`config.mk`:
```
export PLATFORM = sky130hd
export DESIGN_NAME = seqtog_counter
export DESIGN_NICKNAME = d
export VERILOG_FILES = /design/src/rtl/seqtog_pkg.sv /design/src/rtl/seqtog_tcell.sv /design/src/rtl/seqtog_flip_dec.sv /design/src/rtl/seqtog_counter.sv
export SDC_FILE = /design/constraint.sdc
export NUM_CORES = 1
export LEC_CHECK = 0
export BUFFER_PORTS_ARGS = -buffer_cell sky130_fd_sc_hd__buf_2
export CORE_AREA = 2 2 39 41
export CTS_CLUSTER_DIAMETER = 120
export DETAILED_ROUTE_END_ITERATION = 16
export DIE_AREA = 0 0 41 43
export PLACE_DENSITY_LB_ADDON = 0.12
export SYNTH_ARGS = -nofsm -noshare
export SYNTH_HDL_FRONTEND = slang
export SYNTH_SLANG_ARGS = --single-unit
```
`constraint.sdc`:
```
create_clock -name clk -period 1.12 [get_ports clk]
set_clock_uncertainty 0.1 [all_clocks]
set_input_delay 0.168 -clock clk [delete_from_list [all_inputs] [get_ports clk]]
set_output_delay 0.168 -clock clk [all_outputs]
set_load 0.01 [all_outputs]
```
`src/rtl/seqtog_pkg.sv`:
```
`timescale 1ns/1ps
package seqtog_pkg;

    localparam int STATE_W = 3;

    typedef enum logic [STATE_W-1:0] {
        ST_HOME = 3'b000,
        ST_LEAD = 3'b100,
        ST_FULL = 3'b111,
        ST_MID  = 3'b010,
        ST_TAIL = 3'b011
    } cyc_state_e;

    // Flip masks that carry each loop state to its successor
    localparam logic [STATE_W-1:0] FLIP_HOME = 3'b100;
    localparam logic [STATE_W-1:0] FLIP_LEAD = 3'b011;
    localparam logic [STATE_W-1:0] FLIP_FULL = 3'b101;
    localparam logic [STATE_W-1:0] FLIP_MID  = 3'b001;
    localparam logic [STATE_W-1:0] FLIP_TAIL = 3'b011;

endpackage

```
`src/rtl/seqtog_tcell.sv`:
```
`timescale 1ns/1ps
module seqtog_tcell (
    input  logic clk,
    input  logic rst_n,
    input  logic flip,
    output logic bit_o
);

    logic bit_q;

    // One storage bit: clear on reset, invert when flip is set, else hold
    always_ff @(posedge clk) begin
        if (!rst_n) begin
            bit_q <= 1'b0;
        end else if (flip) begin
            bit_q <= ~bit_q;
        end
    end

    assign bit_o = bit_q;

endmodule

```
`src/rtl/seqtog_flip_dec.sv`:
```
`timescale 1ns/1ps
module seqtog_flip_dec
    import seqtog_pkg::*;
(
    input  logic [STATE_W-1:0] cur,
    input  logic               en,
    output logic [STATE_W-1:0] flip
);

    always_comb begin
        flip = '0;
        if (en) begin
            unique case (cyc_state_e'(cur))
                ST_HOME: flip = FLIP_HOME;
                ST_LEAD: flip = FLIP_LEAD;
                ST_FULL: flip = FLIP_FULL;
                ST_MID:  flip = FLIP_MID;
                ST_TAIL: flip = FLIP_TAIL;
                // Off-loop code: flip every set bit so the result is ST_HOME
                default: flip = cur;
            endcase
        end
    end

endmodule

```
`src/rtl/seqtog_counter.sv`:
```
`timescale 1ns/1ps
module seqtog_counter
    import seqtog_pkg::*;
(
    input  logic               clk,
    input  logic               rst_n,
    input  logic               en,
    output logic [STATE_W-1:0] q
);

    logic [STATE_W-1:0] state_bits;
    logic [STATE_W-1:0] flip_vec;

    seqtog_flip_dec u_dec (
        .cur  (state_bits),
        .en   (en),
        .flip (flip_vec)
    );

    // State register: one toggle cell per bit, all on the shared clock
    genvar gi;
    generate
        for (gi = 0; gi < STATE_W; gi++) begin : g_cell
            seqtog_tcell u_cell (
                .clk   (clk),
                .rst_n (rst_n),
                .flip  (flip_vec[gi]),
                .bit_o (state_bits[gi])
            );
        end
    endgenerate

    // Output process
    always_comb begin
        q = state_bits;
    end

endmodule

```
== Word-level counts from Yosys, hierarchy flattened ==
Index checks and enable logic that the tools add are counted.

* Bits in registers: 3
* Output and inout bits: 3
* Logic and storage cells: 14

* Eq/ne operators: 4
* Multiplexer cells: 2
* Bitwise logic cells: 3
* Reductions and logical operators: 2

{| class="wikitable"
|+ Operators with widths
! cell !! number
|-
| 3-bit one-hot mux with 4 select lines || 1
|-
| 3-bit by 2-bit equality test with 1-bit output, second input constant || 2
|-
| 3-bit equality test, second input constant || 2
|-
| 3-bit zero test || 1
|-
| 3-bit 2-to-1 mux || 1
|-
| 1-bit inverter || 3
|-
| 2-bit OR reduction || 1
|}

== Longest topological paths before layout ==
* Word-level depth: 4
* Mapped depth: 3
* Depth with buffers taken out: 3

== Modules after synthesis ==
A second synthesis with hierarchy kept.

* Cells, all modules: 17
* Area total of the unflattened synthesis: 161.4 sq um

{| class="wikitable"
|+ Modules (own cells, without submodules)
! module !! instances !! cells an instance !! area an instance (sq um)
|-
| seqtog_tcell || 3 || 3 || 35.0
|-
| seqtog_flip_dec || 1 || 8 || 56.3
|}

== Worst setup path after synthesis ==
OpenSTA, ideal clock, no wires.

* Kind: flip-flop to flip-flop
* Start: register g_cell[2].u_cell.bit_q
* End: register g_cell[1].u_cell.bit_q
* Arrival time: 699 ps
* Data required time: 905 ps
* Slack: 206 ps
* Stages on the path, launching flop included: 4
* Path buffers: 0
* Clock period less this slack: 914 ps
* Path through: dfxtp_1 -> nand2b_1 -> a21oi_1 -> o21a_1

* Longest elaborated chain between the ends: 4
* Elaborated cells between the ends (all ways): 8
* Classes of those cells: eq/ne (4); mux (2); reduce/logical (2)

{| class="wikitable"
|+ Ends and longest elaborated chain
! item !! line !! source
|-
| start: declaration || seqtog_tcell.sv:9 || <nowiki>logic bit_q;</nowiki>
|-
| start signal: assignment || seqtog_tcell.sv:16 || <nowiki>bit_q <= ~bit_q;</nowiki>
|-
| 3-bit equality test or 3-bit by 2-bit equality test with 1-bit output (tied branches) || seqtog_flip_dec.sv:13 || <nowiki>unique case (cyc_state_e'(cur))</nowiki>
|-
| 2-bit OR reduction (no line) || n/a ||
|-
| 3-bit one-hot mux with 4 select lines (*) || seqtog_flip_dec.sv:13 ||
|-
| 3-bit 2-to-1 mux (*) || seqtog_flip_dec.sv:12 || <nowiki>if (en) begin</nowiki>
|-
| end signal: assignment || seqtog_tcell.sv:16 ||
|-
| end: declaration || seqtog_tcell.sv:9 ||
|}

Every way passes the cells marked *; elsewhere a longest branch is shown, timed or not.
A chain may end at the register's enable or synchronous reset.

== Worst setup path after layout ==
* Start: register g_cell[1].u_cell.bit_q
* End: output port q[1]

{| class="wikitable"
|+ RTL lines
! item !! line !! source
|-
| end: declaration || seqtog_counter.sv:8 || <nowiki>output logic [STATE_W-1:0] q</nowiki>
|}

No word-level cell between the ends.

==> summary.txt <==
status: finished clean
WL met2: 157 um
worst slack at placement: 0.132 ns
Post-CTS Setup Inserts: 0
Area Overhead vs Synth: 28.8%
CTS tree: yes
Final GP Congestion: 0.549
clock root cell: clkbuf_4
Final min period: 1.07 ns
Least-Margin Pin Slew: 0.190 ns
Critical Path End Type: output port
Simple-Gate Fraction of Synth Area: 23.7%
Max stage delay on crit path: 0.40 ns
total power: 389 uW
Area contributors post-synth: dfxtp_1, buf_4, nand3b_1, nand2b_1, a21boi_2
ys async rst share: 0%
R2R Path Start: g_cell[1].u_cell.bit_o
Hold WS: 0.0748 ns
final setup fails: 0
Total Routing Usage GR: 5.32%
final-report hold violation count: 0
Max Freq: 932 MHz
hold crit path type: primary input to flop
hold buffer count at cts: 0
mean post-synth cell area: 9.15 sq um
die area: 1760 sq um
wire per inst: 7.83 um
HP Start: rst_n
initial antenna violation count: 0
Core ar.: 1380 sq um
R2R cell count: 3
DR vias/cell: 3.37
Rows: 14
startpoint types: flop
crit-path cells: buf_2
Sw Share: 25.4%
Clock power frac: 47.7%
input/output buffers: 5
pwr/cell area: 1740 nW/um^2
1st-pass router iterations: 2
max_cap viols: 0
DRC Markers: 0
WL met1: 133 um
largest family of logic cells by synthesized area: simple AND/OR/NAND/NOR gates
PostCTS Resize Cnt: 0
global-route wire length before repair: 545 um
Sequential Area: 61.3 sq um
Buf/Inv on CP: 1
DR iter-0 viols: 1
final wirelength: 321 um
Crit Path Max Fanout: 6
Synth top area share: 34.5%
fillers: 160
Hold Path End: g_cell[1].u_cell.bit_o
max reg flops: 3
mux cell area share after synthesis: 5.76%
Synth warnings: 0
CTS buffer count: 3
Flop pwr share: 35.7%
power share of the combinational group: 16.6%
adder-cell share of the synthesized area: 0%
most frequent cells after synthesis: buf_4, dfxtp_1, nand2b_1, nand3b_1
Die Width: 41 um
met3 WL: 30 um
unrepaired setup endpoints after global routing: false
clk sinks: 3
Synth area leader: dfxtp_1
Peak VDD IR: 363 uV
post-synth cell types: 13
crit path kind: flop to output port
final-stage net count: 29
Post-synth EDFFs: 0
Critical Path RT: 0.85 ns
Initial Utilization: 12.6%
Synth Area in XOR/XNOR: 5.04%
Main synth FF type: dfxtp_1
Crit path max-delay family: flip-flops
Seq/Total Area, Yosys: 34.5%
Final period util: 95.8%
data arrival time of the worst path: 0.80 ns
fin worst setup slack: 0.0473 ns
vias in the first global route: 151
H-tree depth: 1
final global-route overflow total: 0
Hold Path Stages: 2
Synth Instances: 19
Worst R2R Setup Slack: 0.15 ns
clock-pin slew on the worst setup and hold paths: 0.03 ns
P_int: 291 uW
die height: 43 um
layout cell share with drive strength beyond 1: 40.0%
CTS max path bufs: 2
max_slew headroom: 87.3%
Vias: 138
Synth Register Bits: 3
complex-gate fraction of the synthesized area: 18.0%
fin. max-slew vios: 0
reg2reg end: g_cell[1].u_cell.bit_o
NetSw: 98.8 uW
Leak: 0.0000936 uW
DR top layer: met3
Multi-input gate area: 91.3 sq um
Syn Nets: 22
clk_lat worst skew: 0.23 ns
post-synthesis cell area: 174 sq um
largest net degree at the start of global routing: 7
I/O pins: 6
n_diodes: 0
setup TNS: 0 ns
Antenna Nets Post-Route: 0
Slowest-stage cell, CP: dfxtp_1
[worst max-delay path by stage]
stage                                start                endpoint  depth (start not counted)
floorplan           g_cell[2].u_cell.bit_o  g_cell[1].u_cell.bit_o                          3
global placement    g_cell[1].u_cell.bit_o  g_cell[1].u_cell.bit_o                          3
detailed placement  g_cell[1].u_cell.bit_o  g_cell[1].u_cell.bit_o                          3
CTS                 g_cell[1].u_cell.bit_o                    q[1]                          1
global route        g_cell[0].u_cell.bit_o                    q[0]                          1
finish              g_cell[1].u_cell.bit_o                    q[1]                          1
[layout make-up]
class | instances | share of cell area, %
clock buffers | 4 | 11.7
multi-input cells | 13 | 40.8
flip-flops and latches | 3 | 27.4
well taps | 16 | 8.94
repair buffers | 5 | 11.2
[per-layer routing]
metal  global-route usage, %  up-vias
met5                       0        -
li1                        -       72
met3                    1.57        0
met2                    5.31        4
met1                    5.77       62
met4                    10.0        0
[metrics by stage]
step / utilization (%) / instances / instance area, sq um
6_report: 16.2 / 41 / 224
4_1_cts: 16.1 / 41 / 223
2_1_floorplan: - / 19 / 174
5_1_grt: 16.2 / 41 / 224
3_5_place_dp: 14.2 / 37 / 196
3_3_place_gp: 14.2 / 37 / 196
[power groups by stage]
| stage | clock network [uW] | registers (uW) | logic (uW) |
|---|---|---|---|
| after floorplan | 0 | 136 | 60.4 |
| final | 186 | 139 | 64.6 |
| after global routing | 197 | 143 | 72.8 |
| after global placement | 0 | 140 | 66.8 |
| after detailed placement | 0 | 140 | 66.1 |
| after CTS | 198 | 139 | 66.4 |
[cell usage in the layout (no fill, tap or decap)]
master and n:
buf_2 5, clkbuf_4 3, nand3b_1 2, nand2b_1 2
dfxtp_1 2, nand2_1 1, a21boi_0 1, a21oi_1 1
o21a_1 1, nor2_1 1, mux2i_1 1, nor2b_1 1
xor2_1 1, a21boi_2 1, clkbuf_1 1, dfxtp_2 1
[logic make-up (layout without fill, tap and decap cells)]
logic type | Yosys count | after routing
and+or+nand+nor | 7 | 7
AOI/OAI and AO/OA | 4 | 4
DFF | 3 | 3
buffers and inverters | 3 | 9
xor gates and xnor gates | 1 | 1
muxes | 1 | 1
Note: power is estimated with default switching activity, not from simulation.
